--- src/rtl/rs_pkg.sv ---
// Shared types and command codes for the ROM command selector.
// Assumes 8-bit command bytes received least significant bit first.
package rs_pkg;

    localparam int CMD_W = 8;

    localparam logic [CMD_W-1:0] OP_READ   = 8'h33;
    localparam logic [CMD_W-1:0] OP_MATCH  = 8'h55;
    localparam logic [CMD_W-1:0] OP_SEARCH = 8'hF0;
    localparam logic [CMD_W-1:0] OP_SKIP   = 8'hCC;
    localparam logic [CMD_W-1:0] OP_RESUME = 8'hA5;

    typedef enum logic [3:0] {
        S_OFF,       // idle until next bus reset
        S_PRES,      // presence request cycle
        S_CMD,       // collecting command byte
        S_READ,      // sending identifier
        S_MATCH,     // comparing written identifier
        S_SR_TRUE,   // search: offering true bit
        S_SR_COMP,   // search: offering complement bit
        S_SR_DIR,    // search: awaiting master's chosen bit
        S_SEL        // selected, function layer owns the bus
    } rs_state_t;

endpackage

--- src/rtl/rs_cmd_shift.sv ---
// Command byte assembler: shifts in W written bits LSB first and flags
// the W-th bit combinationally, presenting the complete byte alongside.
// Assumes clr is asserted before each new byte.
module rs_cmd_shift #(
    parameter int W = 8
) (
    input  logic         clk,
    input  logic         rst_n,
    input  logic         clr,
    input  logic         en,
    input  logic         bit_in,
    output logic         byte_done,
    output logic [W-1:0] byte_val
);
    localparam int CW = (W > 1) ? $clog2(W) : 1;

    logic [CW-1:0] cnt;
    logic [W-1:0]  sh;

    // Count bits and shift them in from the top so bit 0 arrives first.
    always_ff @(posedge clk) begin
        if (!rst_n || clr) begin
            cnt <= '0;
            sh  <= '0;
        end else if (en) begin
            cnt <= (cnt == CW'(W-1)) ? '0 : cnt + 1'b1;
            sh  <= {bit_in, sh[W-1:1]};
        end
    end

    // The byte is complete on the strobe that carries its last bit.
    always_comb begin
        byte_done = en && (cnt == CW'(W-1));
        byte_val  = {bit_in, sh[W-1:1]};
    end
endmodule

--- src/rtl/rs_bit_index.sv ---
// Identifier bit index: counts 0..N-1 on inc, cleared by clr.
// Assumes the controller never increments past the last position.
module rs_bit_index #(
    parameter int N = 64
) (
    input  logic                 clk,
    input  logic                 rst_n,
    input  logic                 clr,
    input  logic                 inc,
    output logic [$clog2(N)-1:0] idx,
    output logic                 last
);
    localparam int IW = $clog2(N);

    // Advance the position through the identifier.
    always_ff @(posedge clk) begin
        if (!rst_n || clr) begin
            idx <= '0;
        end else if (inc && (idx != IW'(N-1))) begin
            idx <= idx + 1'b1;
        end
    end

    // Flag the final identifier position.
    always_comb last = (idx == IW'(N-1));
endmodule

--- src/rtl/rs_fsm.sv ---
// ROM command controller: decodes the command byte, walks the identifier
// for read, match and search, and owns the resume flag and selection.
// Assumes single-cycle strobes from the bit engine and a dev_id that is
// stable during a transaction.
module rs_fsm
    import rs_pkg::*;
#(
    parameter int ID_W = 64,
    localparam int IW  = $clog2(ID_W)
) (
    input  logic             clk,
    input  logic             rst_n,
    input  logic [ID_W-1:0]  dev_id,
    input  logic             bus_reset,
    input  logic             wr_valid,
    input  logic             wr_bit,
    input  logic             rd_done,
    input  logic             byte_done,
    input  logic [CMD_W-1:0] byte_val,
    input  logic [IW-1:0]    idx,
    input  logic             last,
    output logic             cmd_clr,
    output logic             cmd_en,
    output logic             idx_clr,
    output logic             idx_inc,
    output logic             presence_pulse,
    output logic             selected,
    output logic             resume_flag,
    output logic             tx_active,
    output logic             tx_bit
);
    rs_state_t state, nxt;
    logic      res_nxt;
    logic      id_bit;

    assign id_bit = dev_id[idx];

    // Next-state and resume-flag decisions; bus reset overrides all.
    always_comb begin
        nxt     = state;
        res_nxt = resume_flag;
        idx_inc = 1'b0;
        unique case (state)
            S_OFF: ;
            S_PRES: nxt = S_CMD;
            S_CMD: begin
                if (byte_done) begin
                    unique case (byte_val)
                        OP_READ:   begin nxt = S_READ; res_nxt = 1'b0; end
                        OP_MATCH:  nxt = S_MATCH;
                        OP_SEARCH: nxt = S_SR_TRUE;
                        OP_SKIP:   begin nxt = S_SEL; res_nxt = 1'b0; end
                        OP_RESUME: nxt = resume_flag ? S_SEL : S_OFF;
                        default:   nxt = S_OFF;
                    endcase
                end
            end
            S_READ: begin
                if (rd_done) begin
                    if (last) nxt = S_SEL;
                    else      idx_inc = 1'b1;
                end
            end
            S_MATCH, S_SR_DIR: begin
                if (wr_valid) begin
                    if (wr_bit != id_bit) begin
                        nxt     = S_OFF;
                        res_nxt = 1'b0;
                    end else if (last) begin
                        nxt     = S_SEL;
                        res_nxt = 1'b1;
                    end else begin
                        idx_inc = 1'b1;
                        if (state == S_SR_DIR) nxt = S_SR_TRUE;
                    end
                end
            end
            S_SR_TRUE: if (rd_done) nxt = S_SR_COMP;
            S_SR_COMP: if (rd_done) nxt = S_SR_DIR;
            S_SEL: ;
            default: nxt = S_OFF;
        endcase
        if (bus_reset) begin
            nxt     = S_PRES;
            res_nxt = resume_flag;
            idx_inc = 1'b0;
        end
    end

    // State and resume flag registers.
    always_ff @(posedge clk) begin
        if (!rst_n) begin
            state       <= S_OFF;
            resume_flag <= 1'b0;
        end else begin
            state       <= nxt;
            resume_flag <= res_nxt;
        end
    end

    // Control strobes to the byte assembler and index counter.
    always_comb begin
        cmd_clr = (state == S_PRES);
        cmd_en  = (state == S_CMD) && wr_valid && !bus_reset;
        idx_clr = (state == S_PRES);
    end

    // Port-facing outputs decoded from the state.
    always_comb begin
        presence_pulse = (state == S_PRES);
        selected       = (state == S_SEL);
        tx_active      = (state == S_READ) || (state == S_SR_TRUE) || (state == S_SR_COMP);
        if (!tx_active)              tx_bit = 1'b1;
        else if (state == S_SR_COMP) tx_bit = ~id_bit;
        else                         tx_bit = id_bit;
    end

    AST_PRESENCE_FOLLOWS_RESET: assert property (@(posedge clk) disable iff (!rst_n)
        bus_reset |=> presence_pulse && !selected);

    AST_RESUME_RISES_WITH_SELECT: assert property (@(posedge clk) disable iff (!rst_n)
        $rose(resume_flag) |-> selected);

    AST_MATCH_FAIL_DROPS: assert property (@(posedge clk) disable iff (!rst_n)
        (state == S_MATCH && wr_valid && (wr_bit != id_bit) && !bus_reset)
        |=> !resume_flag && !selected && !tx_active);

    AST_SEARCH_COMPLEMENT: assert property (@(posedge clk) disable iff (!rst_n)
        (state == S_SR_COMP && $past(state) == S_SR_TRUE && $stable(dev_id))
        |-> tx_bit != $past(tx_bit));

    AST_UNKNOWN_KEEPS_RESUME: assert property (@(posedge clk) disable iff (!rst_n)
        (state == S_CMD && byte_done && !bus_reset &&
         byte_val != OP_READ && byte_val != OP_MATCH && byte_val != OP_SEARCH &&
         byte_val != OP_SKIP && byte_val != OP_RESUME)
        |=> $stable(resume_flag) && !selected && !tx_active);

    AST_SELECT_HELD: assert property (@(posedge clk) disable iff (!rst_n)
        (selected && !bus_reset) |=> selected);
endmodule

--- src/rtl/rom_selector.sv ---
// Single-wire ROM command selector top: joins the byte assembler, the
// identifier index counter and the controller. Assumes the bit engine
// delivers one-cycle strobes and consumes tx_bit on rd_done.
module rom_selector
    import rs_pkg::*;
#(
    parameter int ID_W = 64
) (
    input  logic            clk,
    input  logic            rst_n,
    input  logic [ID_W-1:0] dev_id,
    input  logic            bus_reset,
    input  logic            wr_valid,
    input  logic            wr_bit,
    input  logic            rd_done,
    output logic            presence_pulse,
    output logic            tx_active,
    output logic            tx_bit,
    output logic            selected,
    output logic            resume_flag
);
    localparam int IW = $clog2(ID_W);

    logic             cmd_clr, cmd_en, byte_done;
    logic [CMD_W-1:0] byte_val;
    logic             idx_clr, idx_inc, last;
    logic [IW-1:0]    idx;

    rs_cmd_shift #(.W(CMD_W)) u_cmd (
        .clk       (clk),
        .rst_n     (rst_n),
        .clr       (cmd_clr),
        .en        (cmd_en),
        .bit_in    (wr_bit),
        .byte_done (byte_done),
        .byte_val  (byte_val)
    );

    rs_bit_index #(.N(ID_W)) u_idx (
        .clk   (clk),
        .rst_n (rst_n),
        .clr   (idx_clr),
        .inc   (idx_inc),
        .idx   (idx),
        .last  (last)
    );

    rs_fsm #(.ID_W(ID_W)) u_fsm (
        .clk            (clk),
        .rst_n          (rst_n),
        .dev_id         (dev_id),
        .bus_reset      (bus_reset),
        .wr_valid       (wr_valid),
        .wr_bit         (wr_bit),
        .rd_done        (rd_done),
        .byte_done      (byte_done),
        .byte_val       (byte_val),
        .idx            (idx),
        .last           (last),
        .cmd_clr        (cmd_clr),
        .cmd_en         (cmd_en),
        .idx_clr        (idx_clr),
        .idx_inc        (idx_inc),
        .presence_pulse (presence_pulse),
        .selected       (selected),
        .resume_flag    (resume_flag),
        .tx_active      (tx_active),
        .tx_bit         (tx_bit)
    );
endmodule

--- config.mk ---
export PLATFORM = sky130hd
export DESIGN_NAME = rom_selector
export DESIGN_NICKNAME = d
export VERILOG_FILES = /design/src/rtl/rs_pkg.sv /design/src/rtl/rs_cmd_shift.sv /design/src/rtl/rs_bit_index.sv /design/src/rtl/rs_fsm.sv /design/src/rtl/rom_selector.sv
export SDC_FILE = /design/constraint.sdc
export NUM_CORES = 1
export LEC_CHECK = 0
export ABC_AREA = 1
export ABC_CLOCK_PERIOD_IN_PS = 2850
export BUFFER_PORTS_ARGS = -buffer_cell sky130_fd_sc_hd__buf_4
export CORE_ASPECT_RATIO = 1.1
export CORE_MARGIN = 2
export CORE_UTILIZATION = 50
export CTS_BUF_LIST = sky130_fd_sc_hd__clkbuf_8
export DETAILED_ROUTE_END_ITERATION = 10
export GPL_TIMING_DRIVEN = 1
export PLACE_DENSITY = 0.86
export SYNTH_ARGS = -nofsm -noshare
export SYNTH_HDL_FRONTEND = slang
export SYNTH_HIERARCHICAL = 1
export SYNTH_SLANG_ARGS = --single-unit
export TNS_END_PERCENT = 50
--- constraint.sdc ---
create_clock -name clk -period 2.85 [get_ports clk]
set_clock_uncertainty 0.15 [all_clocks]
set_input_delay 0 -clock clk [delete_from_list [all_inputs] [get_ports clk]]
set_output_delay 0 -clock clk [all_outputs]
set_load 0.005 [all_outputs]
==> Word level (Yosys, flattened, before mapping) <==
Cells that the tools add are included.
{ "classes": {"bitwise": 4, "add_sub_neg": 2, "order_cmp": 1, "n_eq_ne": 34, "n_mux": 30, "n_reduce_logical": 18} }
{ "ops": {"columns": ["cell", "count"], "rows": [
  ["$mux 4", 10],
  ["$pmux 4 s7", 1],
  ["$eq 8x8->1 const B", 3],
  ["$pmux 4 s5", 1],
  ["$ne 3x3->1 const B", 6],
  ["$eq 4x3->1 const B", 4],
  ["$reduce_and 8->1", 2],
  ["$mux 1", 14],
  ["$ne 2x2->1 const B", 7],
  ["$eq 4x2->1 const B", 2],
  ["$eq 8x6->1 const B", 1],
  ["$eq 8x7->1 const B", 1],
  ["$reduce_or 2->1", 4],
  ["$lt 6x7->1 const B", 1],
  ["$add 6x1->6 const B", 1],
  ["$bmux 1 s6", 1],
  ["$eq 6x6->1 const B", 1],
  ["$ne 6x6->1 const B", 1],
  ["$reduce_and 6->1", 1],
  ["$ne 5x3->1 const B", 1],
  ["$eq 4x1->1 const B", 1],
  ["$eq 4x4->1 const B", 1],
  ["$logic_and 1x1->1", 4],
  ["$logic_not 4->1", 1],
  ["12 further kinds", 19]
]} }
{ "word_totals": {"out_inout_bits": 5, "inputBits": 70, "register_bits": 22} }

==> Logic depth before layout (Yosys ltp) <==
{ "depth": {"ltp_word": 8, "depth_mapped": 19} }

==> By module <==
The synthesis kept the hierarchy.
{ "by_module_without_submodules": {"columns": ["module", "cells_per_inst", "seq_area_each_um2", "area_per_inst_um2", "instances"], "rows": [
  ["rs_fsm", 253, 100.1, 1283.7, 1],
  ["rs_cmd_shift", 51, 200.2, 397.9, 1],
  ["rs_bit_index", 49, 120.1, 340.3, 1]
]} }

==> Least setup slack after synthesis <==
Ideal clock, no wire load.
{ "synth_timing": {"path_type": "flip-flop to flip-flop", "startpoint": "reg u_idx.idx[0]", "endpoint": "reg u_idx.idx[0]", "period_less_slack_ps": 2463, "slack_ps": 387, "t_arrival_ps": 2200, "t_required_ps": 2587, "path_stages_with_launch": 19, "n_path_buf": 2, "path_cell_list": "dfxtp_1 buf_6 buf_4 nand2_1 nand3_1 nand3_1 nand2_1 nand2_1 nand3_1 nand3_2 nand2_2 nand2_1 nand2_2 nand4_1 a21oi_1 a21boi_2 nand2_1 nand2_1 nor2_1"} }
{ "synth_via": {"elab_chain_len": 8, "elab_cells_between_ends": 13} }
{ "synth_lines": {"columns": ["element", "line", "rtl"], "rows": [
  ["from (decl)", "rs_bit_index.sv:10", "output logic [$clog2(N)-1:0] idx,"],
  ["from (signal assigned)", "rs_bit_index.sv:20", "idx <= idx + 1'b1;"],
  ["$bmux 1 s6", "rs_fsm.sv:36", "assign id_bit = dev_id[idx];"],
  ["$mux 1 (not written as such)", "rs_fsm.sv:36", null],
  ["$ne 1x1->1", "rs_fsm.sv:66", "if (wr_bit != id_bit) begin"],
  ["$mux 1", "rs_fsm.sv:66", null],
  ["$mux 1", "rs_fsm.sv:65", "if (wr_valid) begin"],
  ["$pmux 1 s2 *", "rs_fsm.sv:43", "unique case (state)"],
  ["$mux 1 *", "rs_fsm.sv:83", "if (bus_reset) begin"],
  ["named net idx_inc", "rom_selector.sv:26", "logic idx_clr, idx_inc, last;"],
  ["$logic_and 1x1->1 *", "rs_bit_index.sv:19", "end else if (inc && (idx != IW'(N-1))) begin"]
]} }
The timed path passes the listed nets; every way through them passes the cells marked *. The select of a mux whose other input is x is not followed.
A chain may end at the register's enable or synchronous reset.

==> Worst setup path in the final report <==
Same ends and word-level chain as after synthesis.

==> metrics.txt <==
Final setup viols=0; Clock Latency Late Sink=0.26 ns; post-route antenna net violation count=0; Clock Sinks=21; IO buf count=74; TritonCTS Buffers=3; kind of end point of the critical path=register; endpoints failing hold=0; CTS root buf=clkbuf_8; PwrDens=~240 mW/mm2; layout cells sized above 1=0.250; Avg Synthesized Cell Area=5.73 um2; fin crit period=2.57 ns; # IOs=75; syn_nets=426; commonest non-fill, non-tap cell in the layout=nand2_1; post-CTS setup buffer count=0; initial antenna violation count=0; Longest Clk Path Bufs=2; Worst EP arrival=2.57 ns; Die H=between 70 and 80 um; die area=about 0.0046 mm2; Reg-to-Reg Start=u_idx/idx[0]; final worst path period share=0.901; f_max=0.389 GHz; WL final=5660 um; Site Rows=24; Mapped Cells=roughly 350; initial core utilization=0.514; detailed-route vias per instance=5.22; fin nets=approximately 500; worst rel slew slack=0.600; Vias=2486; #FFs+latches synth=21; Slew @ Worst Pin=0.595 ns; CTS tree=yes; Pleak=1.26 nW; largest net degree at the start of global routing=33; final setup TNS=0 ns; Power Total=642 uW; commonest non-fill, non-tap cells in the layout=135 x nand2_1, 79 x buf_4, 63 x nand3_1; Final GP Congestion=1.02; Worst setup SP type=register; max-cap violation count=0; Die Width=64.6 um; synth unique cells=32; diodes inserted=0; Setup Crit Path Kind=register to register; clk slew on worst S/H paths=around 0.08 ns; worst setup path startpoint=u_idx/idx[0]; required time of the critical path=between 2 and 3 ns; Iter 0 DRT Violations=180; Yosys Warn Count=6; status=completed; GRT Total Usage=0.249; critical path peak fanout=32; Seq/Total Area, Yosys=0.208; detailed placement HPWL=about 4300 um; Area growth, synth to finish=30.3%; final core occ=0.670; GRT overflow=0; Fillers=365; WL per Instance=11.9 um; CTS HTree Levels=1; VDD IR max=0.271 mV; synthesized area=0.00202 mm2; global-route wire length before repair=9470 um; final hold slack=roughly 0.16 ns; hold_sp=wr_valid; drt pass-1 iters=4; core area=0.00393 mm2; Post-route DRC=0; Final Max Tran Viols=0; HP Class=input pin to register; vias in the first global route=around 2300
[layer usage]
| metal | global-route usage | wire length, um | vias up |
|---|---|---|---|
| li1 | - | - | 1296 |
| met2 | 0.435 | 2710 | 91 |
| met5 | 0 | 0 | - |
| met1 | 0.318 | 2500 | 1089 |
| met3 | 0.0382 | 384 | 10 |
| met4 | 0.0662 | 70 | 0 |
[power by group]
group	internal (mW)	switching (mW)	total (mW)
clock network	0.0972	0.0950	0.192
registers	0.295	0.00295	0.298
logic	0.0882	0.0632	0.151
[registers in the layout, summed over array words and instances (netlist names)]
signal,cells
u_fsm/resume_flag,1
u_fsm/state,4
u_idx/idx,6
u_cmd/sh,7
u_cmd/cnt,3
[stage by stage]
| stage | setup slack [ns] | instances | area, um2 |
|---|---|---|---|
| CTS | 0.284 | 476 | 2620 |
| floorplan | 0.387 | 353 | 2020 |
| global route | -0.00306 | 476 | 2630 |
| global placement | 0.424 | 469 | 2550 |
| detailed placement | 0.357 | 469 | 2550 |
| finish | 0.282 | 476 | 2630 |
[cell usage after synthesis]
| cell | count | share of area |
|---|---|---|
| nand2_1 | 135 | 0.25 |
| nand3_1 | 63 | 0.16 |
| nor2_1 | 25 | 0.046 |
| inv_1 | 22 | 0.041 |
| dfxtp_1 | 21 | 0.21 |
| a21oi_1 | 19 | 0.047 |
| inv_2 | 8 | 0.015 |
| buf_6 | 7 | 0.039 |
| nand4_1 | 7 | 0.022 |
| buf_4 | 6 | 0.022 |
| o21ai_0 | 5 | 0.012 |
| nand3_2 | 4 | 0.020 |
| nor3_1 | 4 | 0.0099 |
| ha_1 | 3 | 0.019 |
| nand2_2 | 3 | 0.0093 |
| o21ai_1 | 3 | 0.0074 |
| nand2_4 | 2 | 0.011 |
| xnor2_1 | 2 | 0.0087 |
| a21boi_0 | 1 | 0.0037 |
| a21boi_2 | 1 | 0.0056 |
| a21oi_2 | 1 | 0.0043 |
| a221oi_1 | 1 | 0.0043 |
| a311oi_1 | 1 | 0.0043 |
| buf_2 | 1 | 0.0025 |
| clkbuf_1 | 1 | 0.0019 |
| inv_6 | 1 | 0.0043 |
| nor2_2 | 1 | 0.0031 |
| nor2_4 | 1 | 0.0056 |
| nor3_2 | 1 | 0.0050 |
| nor4_1 | 1 | 0.0031 |
| o32ai_1 | 1 | 0.0043 |
| xor2_1 | 1 | 0.0043 |
[logic make-up (layout without fill, tap and decap cells)]
| group | Yosys count | after routing | share of synthesized area |
|---|---|---|---|
| and+or+nand+nor | 247 | 247 | 0.541 |
| buffers and inverters | 46 | 117 | 0.126 |
| AOI/OAI and AO/OA | 33 | 33 | 0.0934 |
| DFF | 21 | 21 | 0.208 |
| adders and majority gates | 3 | 3 | 0.0186 |
| xor gates and xnor gates | 3 | 3 | 0.0130 |
[worst max-delay path, stage by stage (launching register included)]
cell and delay, ns:
dfxtp_1 0.31, buf_4 0.21, inv_8 0.17, nand2_1 0.08, nand3_1 0.08, nand3_1 0.07
nand2_1 0.08, nand2_1 0.05, nand3_1 0.09, nand3_2 0.10, nand2_2 0.10, nand2_1 0.07
nand2_2 0.09, nand4_1 0.09, a21oi_1 0.21, a21boi_4 0.27, nand2_1 0.10, nand2_1 0.10
nor2_1 0.05
[worst paths after layout]
path                  endpoint  slack (ns)  depth (start not counted)
setup reg to reg  u_idx/idx[0]        0.28                         18
setup / recovery  u_idx/idx[0]        0.28                         18
hold reg to reg   u_cmd/cnt[2]        0.33                          2
hold / removal     u_cmd/sh[3]        0.16                          6
[cell type report]
class	count	area (um2)	share of cell area
multi-input combinational	286	1360	0.514
timing repair buffer	82	623	0.237
sequential	21	420	0.160
inverter	31	124	0.0470
tap	52	65.1	0.0247
clock buffer	3	41.3	0.0157
clock inverter	1	5.00	0.00190
[repair_timing]
action	CTS	global route
resized for setup	0	2
hold endpoints to repair	10	0
setup endpoints to repair	0	3
hold buffers	3	0
Note: power is estimated with default switching activity, not from simulation.
